### src/rtl/xlat_pkg.sv
package xlat_pkg;

  typedef enum logic [1:0] {
    S_IDLE  = 2'd0,
    S_FETCH = 2'd1,
    S_WAIT  = 2'd2,
    S_FILL  = 2'd3
  } walk_state_e;

  typedef enum logic {
    CFG_BASE = 1'b0,
    CFG_LEN  = 1'b1
  } cfg_sel_e;

  localparam int unsigned PTE_SHIFT     = 2;
  localparam int unsigned MIN_PAGE_BITS = 9;
  localparam int unsigned MAX_PAGE_BITS = 13;

endpackage

### src/rtl/xlat_tlb.sv
module xlat_tlb #(
  parameter int unsigned DEPTH   = 8,
  parameter int unsigned VPN_W   = 20,
  parameter int unsigned FRAME_W = 20
) (
  input  logic               clk,
  input  logic               rst_n,
  input  logic               clear,
  input  logic [VPN_W-1:0]   lk_vpn,
  output logic               lk_hit,
  output logic [FRAME_W-1:0] lk_frame,
  input  logic               fill_en,
  input  logic [VPN_W-1:0]   fill_vpn,
  input  logic [FRAME_W-1:0] fill_frame
);

  localparam int unsigned IDX_W = (DEPTH > 1) ? $clog2(DEPTH) : 1;

  logic [DEPTH-1:0]   ent_valid;
  logic [VPN_W-1:0]   ent_vpn   [DEPTH];
  logic [FRAME_W-1:0] ent_frame [DEPTH];
  logic [DEPTH-1:0]   match;
  logic [IDX_W-1:0]   rr_ptr;
  logic [IDX_W-1:0]   free_idx;
  logic               free_found;
  logic [IDX_W-1:0]   victim;

  // parallel compare against every slot
  for (genvar g = 0; g < DEPTH; g++) begin : g_cmp
    assign match[g] = ent_valid[g] && (ent_vpn[g] == lk_vpn);
  end

  always_comb begin
    lk_frame = '0;
    for (int i = 0; i < DEPTH; i++) begin
      if (match[i]) lk_frame = lk_frame | ent_frame[i];
    end
    lk_hit = |match;
  end

  // lowest empty slot wins
  always_comb begin
    free_found = 1'b0;
    free_idx   = '0;
    for (int i = DEPTH - 1; i >= 0; i--) begin
      if (!ent_valid[i]) begin
        free_found = 1'b1;
        free_idx   = IDX_W'(i);
      end
    end
  end

  assign victim = free_found ? free_idx : rr_ptr;

  always_ff @(posedge clk or negedge rst_n) begin
    if (!rst_n) begin
      ent_valid <= '0;
      rr_ptr    <= '0;
    end else if (clear) begin
      ent_valid <= '0;
    end else if (fill_en) begin
      ent_valid[victim] <= 1'b1;
      if (!free_found) begin
        rr_ptr <= (rr_ptr == IDX_W'(DEPTH - 1)) ? '0 : rr_ptr + 1'b1;
      end
    end
  end

  always_ff @(posedge clk) begin
    if (fill_en && !clear) begin
      ent_vpn[victim]   <= fill_vpn;
      ent_frame[victim] <= fill_frame;
    end
  end

  // a page never sits in two slots
  p_one_match_r7: assert property (@(posedge clk) disable iff (!rst_n)
    $onehot0(match));

  // after a clear nothing can hit
  p_clear_empties_r6: assert property (@(posedge clk) disable iff (!rst_n)
    clear |=> !lk_hit);

endmodule

### src/rtl/xlat_sat_ctr.sv
module xlat_sat_ctr #(
  parameter int unsigned W = 16
) (
  input  logic         clk,
  input  logic         rst_n,
  input  logic         inc,
  output logic [W-1:0] count
);

  always_ff @(posedge clk or negedge rst_n) begin
    if (!rst_n) begin
      count <= '0;
    end else if (inc && (count != {W{1'b1}})) begin
      count <= count + 1'b1;
    end
  end

  p_sat_hold_r10: assert property (@(posedge clk) disable iff (!rst_n)
    (count == {W{1'b1}}) |=> (count == {W{1'b1}}));

  p_step_r10: assert property (@(posedge clk) disable iff (!rst_n)
    (inc && (count != {W{1'b1}})) |=> (count == $past(count) + 1'b1));

endmodule

### src/rtl/xlat_walker.sv
module xlat_walker
  import xlat_pkg::*;
#(
  parameter int unsigned LADDR_W   = 32,
  parameter int unsigned PAGE_BITS = 12,
  parameter int unsigned FRAME_W   = 20,
  parameter int unsigned MEM_AW    = 32,
  parameter int unsigned PTE_W     = 32,
  localparam int unsigned VPN_W    = LADDR_W - PAGE_BITS,
  localparam int unsigned LEN_W    = VPN_W + 1,
  localparam int unsigned PADDR_W  = FRAME_W + PAGE_BITS
) (
  input  logic               clk,
  input  logic               rst_n,
  input  logic [MEM_AW-1:0]  tbl_base,
  input  logic [LEN_W-1:0]   tbl_len,
  input  logic               req_valid,
  output logic               req_ready,
  input  logic [LADDR_W-1:0] req_laddr,
  output logic               rsp_valid,
  input  logic               rsp_ready,
  output logic [PADDR_W-1:0] rsp_paddr,
  output logic               rsp_fault,
  output logic               mem_req_valid,
  input  logic               mem_req_ready,
  output logic [MEM_AW-1:0]  mem_req_addr,
  input  logic               mem_rsp_valid,
  input  logic [PTE_W-1:0]   mem_rsp_data,
  output logic [VPN_W-1:0]   lk_vpn,
  input  logic               lk_hit,
  input  logic [FRAME_W-1:0] lk_frame,
  output logic               fill_en,
  output logic [VPN_W-1:0]   fill_vpn,
  output logic [FRAME_W-1:0] fill_frame,
  output logic               hit_inc,
  output logic               miss_inc
);

  walk_state_e          state;
  logic [VPN_W-1:0]     vpn_q;
  logic [PAGE_BITS-1:0] off_q;
  logic [FRAME_W-1:0]   frame_q;
  logic [MEM_AW-1:0]    addr_q;
  logic [VPN_W-1:0]     vpn_in;
  logic [PAGE_BITS-1:0] off_in;
  logic                 rsp_free;
  logic                 accept;
  logic                 in_range;
  logic                 pte_valid;
  logic [FRAME_W-1:0]   pte_frame;
  logic                 unused_pte;

  assign vpn_in    = req_laddr[LADDR_W-1:PAGE_BITS];
  assign off_in    = req_laddr[PAGE_BITS-1:0];
  assign rsp_free  = !rsp_valid || rsp_ready;
  assign req_ready = (state == S_IDLE) && rsp_free;
  assign accept    = req_valid && req_ready;
  assign in_range  = {1'b0, vpn_in} < tbl_len;
  assign lk_vpn    = vpn_in;

  assign pte_valid  = mem_rsp_data[PTE_W-1];
  assign pte_frame  = mem_rsp_data[FRAME_W-1:0];
  assign unused_pte = ^mem_rsp_data[PTE_W-2:FRAME_W];

  assign mem_req_valid = (state == S_FETCH);
  assign mem_req_addr  = addr_q;

  assign fill_en    = (state == S_WAIT) && mem_rsp_valid && pte_valid;
  assign fill_vpn   = vpn_q;
  assign fill_frame = pte_frame;

  assign hit_inc  = accept && in_range && lk_hit;
  assign miss_inc = accept && in_range && !lk_hit;

  always_ff @(posedge clk or negedge rst_n) begin
    if (!rst_n) begin
      state     <= S_IDLE;
      rsp_valid <= 1'b0;
      rsp_fault <= 1'b0;
      rsp_paddr <= '0;
      vpn_q     <= '0;
      off_q     <= '0;
      frame_q   <= '0;
      addr_q    <= '0;
    end else begin
      if (rsp_valid && rsp_ready) rsp_valid <= 1'b0;
      unique case (state)
        S_IDLE: begin
          if (accept) begin
            vpn_q <= vpn_in;
            off_q <= off_in;
            if (!in_range) begin
              rsp_valid <= 1'b1;
              rsp_fault <= 1'b1;
              rsp_paddr <= '0;
            end else if (lk_hit) begin
              rsp_valid <= 1'b1;
              rsp_fault <= 1'b0;
              rsp_paddr <= {lk_frame, off_in};
            end else begin
              addr_q <= tbl_base + (MEM_AW'(vpn_in) << PTE_SHIFT);
              state  <= S_FETCH;
            end
          end
        end
        S_FETCH: begin
          if (mem_req_ready) state <= S_WAIT;
        end
        S_WAIT: begin
          if (mem_rsp_valid) begin
            if (pte_valid) begin
              frame_q <= pte_frame;
              state   <= S_FILL;
            end else begin
              rsp_valid <= 1'b1;
              rsp_fault <= 1'b1;
              rsp_paddr <= '0;
              state     <= S_IDLE;
            end
          end
        end
        S_FILL: begin
          if (rsp_free) begin
            rsp_valid <= 1'b1;
            rsp_fault <= 1'b0;
            rsp_paddr <= {frame_q, off_q};
            state     <= S_IDLE;
          end
        end
        default: state <= S_IDLE;
      endcase
    end
  end

  p_len_fault_r4: assert property (@(posedge clk) disable iff (!rst_n)
    (accept && !in_range) |=> (rsp_valid && rsp_fault && !mem_req_valid));

  p_mem_hold_r2: assert property (@(posedge clk) disable iff (!rst_n)
    (mem_req_valid && !mem_req_ready) |=> (mem_req_valid && $stable(mem_req_addr)));

  p_walk_blocks_r8: assert property (@(posedge clk) disable iff (!rst_n)
    mem_req_valid |-> (!req_ready && !rsp_valid));

  p_rsp_hold_r9: assert property (@(posedge clk) disable iff (!rst_n)
    (rsp_valid && !rsp_ready) |=> (rsp_valid && $stable(rsp_paddr) && $stable(rsp_fault)));

  p_fill_reply_r3: assert property (@(posedge clk) disable iff (!rst_n)
    fill_en |=> !rsp_valid ##1 (rsp_valid && !rsp_fault));

endmodule

### src/rtl/xlat_paging_mmu.sv
module xlat_paging_mmu
  import xlat_pkg::*;
#(
  parameter int unsigned LADDR_W   = 32,
  parameter int unsigned PAGE_BITS = 12,
  parameter int unsigned FRAME_W   = 20,
  parameter int unsigned MEM_AW    = 32,
  parameter int unsigned PTE_W     = 32,
  parameter int unsigned TLB_DEPTH = 8,
  parameter int unsigned CNT_W     = 16,
  localparam int unsigned VPN_W    = LADDR_W - PAGE_BITS,
  localparam int unsigned LEN_W    = VPN_W + 1,
  localparam int unsigned PADDR_W  = FRAME_W + PAGE_BITS
) (
  input  logic               clk,
  input  logic               rst_n,
  input  logic               flush,
  input  logic               cfg_we,
  input  logic               cfg_sel,
  input  logic [MEM_AW-1:0]  cfg_wdata,
  input  logic               req_valid,
  output logic               req_ready,
  input  logic [LADDR_W-1:0] req_laddr,
  output logic               rsp_valid,
  input  logic               rsp_ready,
  output logic [PADDR_W-1:0] rsp_paddr,
  output logic               rsp_fault,
  output logic               mem_req_valid,
  input  logic               mem_req_ready,
  output logic [MEM_AW-1:0]  mem_req_addr,
  input  logic               mem_rsp_valid,
  input  logic [PTE_W-1:0]   mem_rsp_data,
  output logic [CNT_W-1:0]   hit_count,
  output logic [CNT_W-1:0]   miss_count
);

  if ((PAGE_BITS < MIN_PAGE_BITS) || (PAGE_BITS > MAX_PAGE_BITS)) begin : g_bad_page
    $error("PAGE_BITS must give a page of 512 to 8192 bytes");
  end

  logic [MEM_AW-1:0]  tbl_base;
  logic [LEN_W-1:0]   tbl_len;
  logic               clear_all;
  logic [VPN_W-1:0]   lk_vpn;
  logic               lk_hit;
  logic [FRAME_W-1:0] lk_frame;
  logic               fill_en;
  logic [VPN_W-1:0]   fill_vpn;
  logic [FRAME_W-1:0] fill_frame;
  logic [1:0]         ctr_inc;
  logic [CNT_W-1:0]   ctr_val [2];
  logic               unused_cfg;

  assign unused_cfg = ^cfg_wdata[MEM_AW-1:LEN_W];
  assign clear_all  = flush || (cfg_we && (cfg_sel == CFG_BASE));

  always_ff @(posedge clk or negedge rst_n) begin
    if (!rst_n) begin
      tbl_base <= '0;
      tbl_len  <= '0;
    end else if (cfg_we) begin
      if (cfg_sel == CFG_BASE) tbl_base <= cfg_wdata;
      else                     tbl_len  <= cfg_wdata[LEN_W-1:0];
    end
  end

  xlat_walker #(
    .LADDR_W   (LADDR_W),
    .PAGE_BITS (PAGE_BITS),
    .FRAME_W   (FRAME_W),
    .MEM_AW    (MEM_AW),
    .PTE_W     (PTE_W)
  ) u_walker (
    .clk           (clk),
    .rst_n         (rst_n),
    .tbl_base      (tbl_base),
    .tbl_len       (tbl_len),
    .req_valid     (req_valid),
    .req_ready     (req_ready),
    .req_laddr     (req_laddr),
    .rsp_valid     (rsp_valid),
    .rsp_ready     (rsp_ready),
    .rsp_paddr     (rsp_paddr),
    .rsp_fault     (rsp_fault),
    .mem_req_valid (mem_req_valid),
    .mem_req_ready (mem_req_ready),
    .mem_req_addr  (mem_req_addr),
    .mem_rsp_valid (mem_rsp_valid),
    .mem_rsp_data  (mem_rsp_data),
    .lk_vpn        (lk_vpn),
    .lk_hit        (lk_hit),
    .lk_frame      (lk_frame),
    .fill_en       (fill_en),
    .fill_vpn      (fill_vpn),
    .fill_frame    (fill_frame),
    .hit_inc       (ctr_inc[0]),
    .miss_inc      (ctr_inc[1])
  );

  xlat_tlb #(
    .DEPTH   (TLB_DEPTH),
    .VPN_W   (VPN_W),
    .FRAME_W (FRAME_W)
  ) u_tlb (
    .clk        (clk),
    .rst_n      (rst_n),
    .clear      (clear_all),
    .lk_vpn     (lk_vpn),
    .lk_hit     (lk_hit),
    .lk_frame   (lk_frame),
    .fill_en    (fill_en),
    .fill_vpn   (fill_vpn),
    .fill_frame (fill_frame)
  );

  for (genvar c = 0; c < 2; c++) begin : g_ctr
    xlat_sat_ctr #(.W(CNT_W)) u_ctr (
      .clk   (clk),
      .rst_n (rst_n),
      .inc   (ctr_inc[c]),
      .count (ctr_val[c])
    );
  end

  assign hit_count  = ctr_val[0];
  assign miss_count = ctr_val[1];

  // a base write leaves nothing to hit
  p_base_write_flush_r6: assert property (@(posedge clk) disable iff (!rst_n)
    (cfg_we && (cfg_sel == CFG_BASE)) |=> !lk_hit);

endmodule

### config.mk
export PLATFORM = sky130hd
export DESIGN_NAME = xlat_paging_mmu
export DESIGN_NICKNAME = d
export VERILOG_FILES = /design/src/rtl/xlat_pkg.sv /design/src/rtl/xlat_tlb.sv /design/src/rtl/xlat_sat_ctr.sv /design/src/rtl/xlat_walker.sv /design/src/rtl/xlat_paging_mmu.sv
export SDC_FILE = /design/constraint.sdc
export NUM_CORES = 1
export LEC_CHECK = 0
export BUFFER_PORTS_ARGS = -buffer_cell sky130_fd_sc_hd__clkbuf_2
export CORE_UTILIZATION = 55
export DETAILED_ROUTE_END_ITERATION = 16
export PLACE_DENSITY_LB_ADDON = 0.08
export RECOVER_POWER = 50
export SLEW_MARGIN = 20
export SYNTH_ARGS = -nofsm -noshare
export SYNTH_HDL_FRONTEND = slang
export SYNTH_SLANG_ARGS = --single-unit
### constraint.sdc
create_clock -name clk -period 3.95 [get_ports clk]
set_input_delay 0.395 -clock clk [delete_from_list [all_inputs] [get_ports clk]]
set_output_delay 0.395 -clock clk [all_outputs]
set_load 0.1 [all_outputs]
# After elaboration in Yosys (flattened, before gate mapping)
# Memories as Yosys holds them, arrays and structs flattened.
# Index checks and enable logic that the tools add are counted.
# classes
n_eq_ne	22
n_bitwise	12
reduce_logical	38
addsub	4
muxes	62
order_cmp	3
# ops
cell	count
32-bit two-way mux	6
20-bit equality test	8
20-bit two-way mux	8
20-bit bitwise OR	7
32-bit one-hot mux with 3 select lines	1
16-bit by 1-bit adder with 16-bit output, second input constant	2
32-bit by 22-bit adder with 32-bit output	1
16-bit != test, second input constant	2
3-bit two-way mux	10
1-bit two-way mux	24
1-bit logical AND	21
20-bit by 21-bit < comparator with 1-bit output	1
8-bit two-way mux	2
2-bit two-way mux	7
6-bit AND reduction	2
2-bit by 1-bit != test with 1-bit output, second input constant	4
8-bit bitwise OR	1
2-bit one-hot mux with 4 select lines	1
8-bit OR reduction	1
2-bit != test, second input constant	3
1-bit one-hot mux with 3 select lines	2
2-bit AND reduction	3
3-bit AND reduction	2
2-bit equality test, second input constant	2
14 further kinds	20
# totals
mem_count	2
ramBits	320
inputBits	105
out_inout_bits	100
reg_bits	216
# mem_list
name	words	width	read_ports	rd_ports_with_merged_regs	write_ports	line_no	source
u_tlb.ent_frame	8	20	8	0	1	xlat_tlb.sv:21	logic [FRAME_W-1:0] ent_frame [DEPTH];
u_tlb.ent_vpn	8	20	8	0	1	xlat_tlb.sv:20	logic [VPN_W-1:0] ent_vpn [DEPTH];

# Longest topological paths before layout
# depth
ltp_word	21
mapped_depth	13

# By module
# Synthesis repeated with hierarchy kept, for this count alone.
# unflattened
hier_cells	1807
hier_area_um2	23786.6
# by_module_without_submodules
mod	cells_each	instances	area_each_um2
xlat_tlb	812	1	13191.4
xlat_walker	736	1	6760.2
xlat_paging_mmu	115	1	2115.8
xlat_sat_ctr	72	2	859.6

# Worst setup path before layout
# No wires, ideal clock.
# synth_path
kind	input-to-reg
start	input cfg_we
end	memory u_tlb.ent_frame[2][0] (enable)
path_stages	6
path_slack_ns	0.434
setup_time_ns	0.439
arrival_ns	3.077
path_cell_list	nor2b_1 > clkbuf_1 > nor2_1 > and4_1 > nand2_1 > nor2_1
# synth_between
elab_chain_len	6
# synth_lines
element	line_no	source
start: declaration	xlat_paging_mmu.sv:18	input logic cfg_we,
1-bit logical AND	xlat_paging_mmu.sv:55	assign clear_all = flush || (cfg_we && (cfg_sel == CFG_BASE));
1-bit logical OR	xlat_paging_mmu.sv:55	
1-bit zero test	xlat_tlb.sv:70	if (fill_en && !clear) begin
1-bit logical AND	xlat_tlb.sv:70	
1-bit two-way mux	xlat_tlb.sv:70	
1-bit two-way mux (not written as such)	xlat_tlb.sv:72	ent_frame[victim] <= fill_frame;
end: declaration	xlat_tlb.sv:21	
# Every way passes these cells.

# Worst setup path after layout
# layout_path
start	register tbl_len[6]
end	register g_ctr[1].u_ctr.count[6]
# layout_between
elab_chain_len	4
# layout_lines
element	line_no	source
start: declaration	xlat_paging_mmu.sv:42	logic [LEN_W-1:0] tbl_len;
start signal: assignment	xlat_paging_mmu.sv:63	else tbl_len <= cfg_wdata[LEN_W-1:0];
20-bit by 21-bit < comparator with 1-bit output	xlat_walker.sv:58	assign in_range = {1'b0, vpn_in} < tbl_len;
1-bit logical AND (2 in series)	xlat_walker.sv:73	assign miss_inc = accept && in_range && !lk_hit;
1-bit logical AND	xlat_sat_ctr.sv:13	end else if (inc && (count != {W{1'b1}})) begin
end signal: assignment	xlat_sat_ctr.sv:14	count <= count + 1'b1;
end: declaration	xlat_sat_ctr.sv:7	output logic [W-1:0] count
# Every way passes these cells.
# A chain may end at the register's enable or synchronous reset.

==> metrics.txt <==
# TYPE chip_impl_metric gauge
chip_impl_info{name="status",value="finished, violations left"} 1
chip_impl_info{name="failed_checks",value="capacitance limit, slew limit"} 1
chip_impl_metric{name="finalClockSkew",unit="ns"} 0.0142
chip_impl_info{name="timing.setup.critical_path_class",value="reg2reg"} 1
chip_impl_metric{name="critical_path_arrival",unit="ns"} 3.78
chip_impl_info{name="yosys_most_used_dff",value="edfxtp_1"} 1
chip_impl_metric{name="drtAntennaViolNets",unit=""} 0
chip_impl_metric{name="layout_worst_path_cycle_share",unit="%"} 83.7
chip_impl_metric{name="synth.net_count",unit=""} 1862
chip_impl_metric{name="ioPinCount",unit=""} 205
chip_impl_info{name="holdPathEnd",value="tbl_base[31]"} 1
chip_impl_metric{name="wl_per_cell",unit="um"} 21.6
chip_impl_info{name="cts_root_buf",value="clkbuf_16"} 1
chip_impl_metric{name="report.final.setup_viol",unit=""} 0
chip_impl_metric{name="clock_path_buffers",unit=""} 3
chip_impl_metric{name="yosysTopAreaCellShare",unit="%"} 42.5
chip_impl_metric{name="design.core.area",unit="um^2"} 40100
chip_impl_metric{name="final_layout_size_suffix_gt1_share",unit="%"} 19.8
chip_impl_metric{name="finish.cell_count_without_fillers",unit=""} 2513
chip_impl_metric{name="insertion_delay",unit="ns"} 0.60
chip_impl_metric{name="via_count_of_the_first_global_routing_pass",unit=""} 14178
chip_impl_metric{name="synth_cell_type_count",unit=""} 56
chip_impl_metric{name="relSlewSlack",unit="%"} -97.7
chip_impl_metric{name="cts_made_buffers",unit=""} 52
chip_impl_metric{name="die_area",unit="um^2"} 41900
chip_impl_metric{name="antenna_violations_before_repair",unit=""} 2
chip_impl_info{name="worstReg2RegStart",value="tbl_len[6]"} 1
chip_impl_metric{name="grt_pass1_wl",unit="mm"} 83.0
chip_impl_metric{name="final.setup.tns",unit="ns"} 0
chip_impl_metric{name="cts_max_level",unit=""} 2
chip_impl_metric{name="fmaxAchievable",unit="MHz"} 303
chip_impl_metric{name="regToRegSetupSlack",unit="ns"} 0.64
chip_impl_info{name="grt_setup_unrepaired",value="false"} 1
chip_impl_metric{name="synth_cells",unit=""} 1713
chip_impl_metric{name="totalWireLength",unit="mm"} 54.3
chip_impl_info{name="worstSetupEndpointType",value="flip-flop"} 1
chip_impl_info{name="layout.cells.most_common_list",value="edfxtp_1 (320), nand2_1 (254), dfrtp_1 (216)"} 1
chip_impl_info{name="critPathLaunchType",value="flip-flop"} 1
chip_impl_metric{name="vdd_ir_drop_max",unit="mV"} 0.710
chip_impl_metric{name="final-max-slew-violation-count",unit=""} 110
chip_impl_metric{name="layout_setup_ws",unit="ns"} 0.644
chip_impl_metric{name="chipHeight",unit="um"} 205
chip_impl_metric{name="dr_total_vias",unit=""} 14510
chip_impl_metric{name="synth-edff-count",unit=""} 320
chip_impl_info{name="cts_tree",value="built"} 1
chip_impl_info{name="synth.area.top_cells",value="edfxtp_1 (42%), dfrtp_1 (24%), xor2_1 (5.6%), nand2_1 (4.2%), xnor2_1 (2.8%)"} 1
chip_impl_metric{name="synth.yosys.seq_area_share",unit="%"} 66.4
chip_impl_metric{name="floorplan.die.width",unit="um"} 205
chip_impl_metric{name="area_growth",unit="%"} 16.2
chip_impl_metric{name="timing.final.hold_violations",unit=""} 0
chip_impl_metric{name="pin_count_of_the_biggest_net_entering_global_routing",unit=""} 112
chip_impl_metric{name="grt_remaining_overflow",unit=""} 0
chip_impl_metric{name="hold_depth",unit=""} 3
chip_impl_metric{name="holdWs",unit="ns"} 0.0252
chip_impl_metric{name="power.density",unit="nW/um^2"} 691
chip_impl_metric{name="clk_pin_slew_worst_paths",unit="ns"} 0.06
chip_impl_metric{name="fillCellCount",unit=""} 2966
chip_impl_metric{name="detailed_place_hpwl",unit="mm"} 34.9
chip_impl_metric{name="required_time_of_the_critical_path",unit="ns"} 4.42
chip_impl_metric{name="maxCapViolations",unit=""} 1
chip_impl_metric{name="worst_r2r_path_depth",unit=""} 12
chip_impl_metric{name="total_grt_usage",unit="%"} 26.5
chip_impl_metric{name="initial_utilization",unit="%"} 56.4
chip_impl_metric{name="drt_first_pass_iters",unit=""} 5
chip_impl_metric{name="dp_worst_setup_slack",unit="ns"} 0.292
chip_impl_info{name="synth_area_leader_cell",value="edfxtp_1"} 1
chip_impl_metric{name="p_leak",unit="nW"} 10.6
chip_impl_metric{name="gpl.final_weighted_congestion",unit=""} 0.870
chip_impl_metric{name="synth-seq-cells",unit=""} 536
chip_impl_metric{name="cp_max_fo",unit=""} 35
chip_impl_info{name="most_common_cell_after_layout_fill_and_taps_aside",value="edfxtp_1"} 1
chip_impl_metric{name="timing_worst_slew_pin_value",unit="ns"} 2.97
chip_impl_metric{name="total_power",unit="mW"} 18.2
chip_impl_metric{name="remaining_drc_errors",unit=""} 0
chip_impl_metric{name="cts.sinks",unit=""} 536
chip_impl_metric{name="share_of_async_settable_or_async_resettable_flops_after_synthesis",unit="%"} 40.3
chip_impl_metric{name="rows",unit=""} 73
chip_impl_metric{name="syn-cell-area",unit="um^2"} 22600
chip_impl_metric{name="post_drt_via_cell_ratio",unit=""} 5.77
chip_impl_metric{name="place.detailed.instances",unit=""} 2402
chip_impl_metric{name="synth_area_per_cell",unit="um^2"} 13.2
chip_impl_metric{name="yosys_warnings",unit=""} 0
chip_impl_info{name="worstHoldPathType",value="in2reg"} 1
chip_impl_metric{name="layout.nets",unit=""} 2092
chip_impl_metric{name="io_buffers",unit=""} 193
chip_impl_metric{name="drt-initial-drc-count",unit=""} 1416
chip_impl_info{name="hold_wc_startpoint",value="cfg_wdata[31]"} 1
chip_impl_metric{name="timing.final.crit_period",unit="ns"} 3.31
chip_impl_info{name="critical_path.reg2reg.endpoint",value="g_ctr[1].u_ctr.count[6]"} 1
[routing by layer]
metal	part of all wire [%]	GRT usage, %
met5	0.024	0
met4	2.0	6.26
met3	8.1	4.92
met2	45	41.0
met1	45	38.9
[through the flow]
step           utilization (%)  instance area, um^2
6_report                  65.5                26300
5_1_grt                   65.5                26300
4_1_cts                   65.6                26300
3_5_place_dp              60.8                24400
3_3_place_gp              60.8                24400
2_1_floorplan                -                22600
[worst max-delay path by stage]
stage	endpoint	depth (start not counted)	slack, ns	start
floorplan	u_tlb.ent_frame[2][0]	6	0.43	cfg_we
global placement	g_ctr[0].u_ctr.count[9]	10	0.37	req_laddr[13]
detailed placement	g_ctr[1].u_ctr.count[13]	12	0.29	req_laddr[17]
CTS	g_ctr[1].u_ctr.count[13]	12	0.58	tbl_len[6]
global route	g_ctr[0].u_ctr.count[1]	2	0.35	rst_n
finish	g_ctr[1].u_ctr.count[6]	12	0.64	tbl_len[6]
[registers in the layout, indices dropped and copies added (netlist names), 20 cells and up]
name                   cells
u_tlb.ent_frame          160
u_tlb.ent_vpn            160
g_ctr.u_ctr.count         32
u_walker.fill_vpn         20
tbl_base                  32
u_walker.mem_req_addr     32
u_walker.frame_q          20
tbl_len                   21
u_walker.rsp_paddr        32
[where the power goes]
part	switching (mW)	internal (mW)	leakage [nW]
sequential	0.701	6.91	5.59
combinational	4.27	1.11	4.14
clock	2.10	3.07	0.895
total	7.08	11.1	10.6
[synthesized netlist by cell type, types with 24 or more instances]
master / count
clkbuf_1: 43
a22oi_1: 54
ha_1: 43
o21ai_0: 42
dfrtp_1: 216
mux2_2: 48
nor2_1: 67
inv_1: 39
xor2_1: 144
nand3_1: 24
nand2_1: 254
nor3_1: 25
edfxtp_1: 320
nor4_1: 27
a21o_1: 26
a21oi_1: 57
nand4_1: 33
xnor2_1: 73
[cell families (layout without fill, tap and decap cells)]
group           count (synthesis)  in the layout  synth area share [%]
flops                         536            536                  66.4
simple gates                  468            468                  9.30
xor+xnor                      217            217                  8.40
other cells                     0              2                     0
fa+ha+maj                      44             44                  2.47
mux                            49             49                  2.44
buf+inv                       114            387                  2.36
compound gates                285            285                  8.64
[final cells by class]
class                   count  area [um^2]  share of cell area [%]
multi-input cells        1063         7190                    27.4
clock buffers              69         1470                    5.58
diodes                      2         5.00                  0.0191
flip-flops and latches    536        15000                    57.2
repair buffers            251         1460                    5.56
inverters                  39          146                   0.557
clock inverters            28          333                    1.27
well taps                 525          657                    2.50
[what timing repair did]
action                    CTS  global route
gates resized for setup     0             0
setup buffers               0             0
hold buffers               12             0
hold endpoints to repair  120             0
[critical path: stages (launching register included)]
cell	delay, ns
dfrtp_1	0.34
inv_1	0.05
ha_1	0.28
a21o_1	0.16
a21o_1	0.16
a2111oi_0	0.46
o31ai_1	0.24
a21oi_1	0.32
nand4_1	0.21
buf_12	0.24
nor3b_2	0.40
nand4_1	0.17
xnor2_1	0.15
Power figures use the tool's default switching activity.
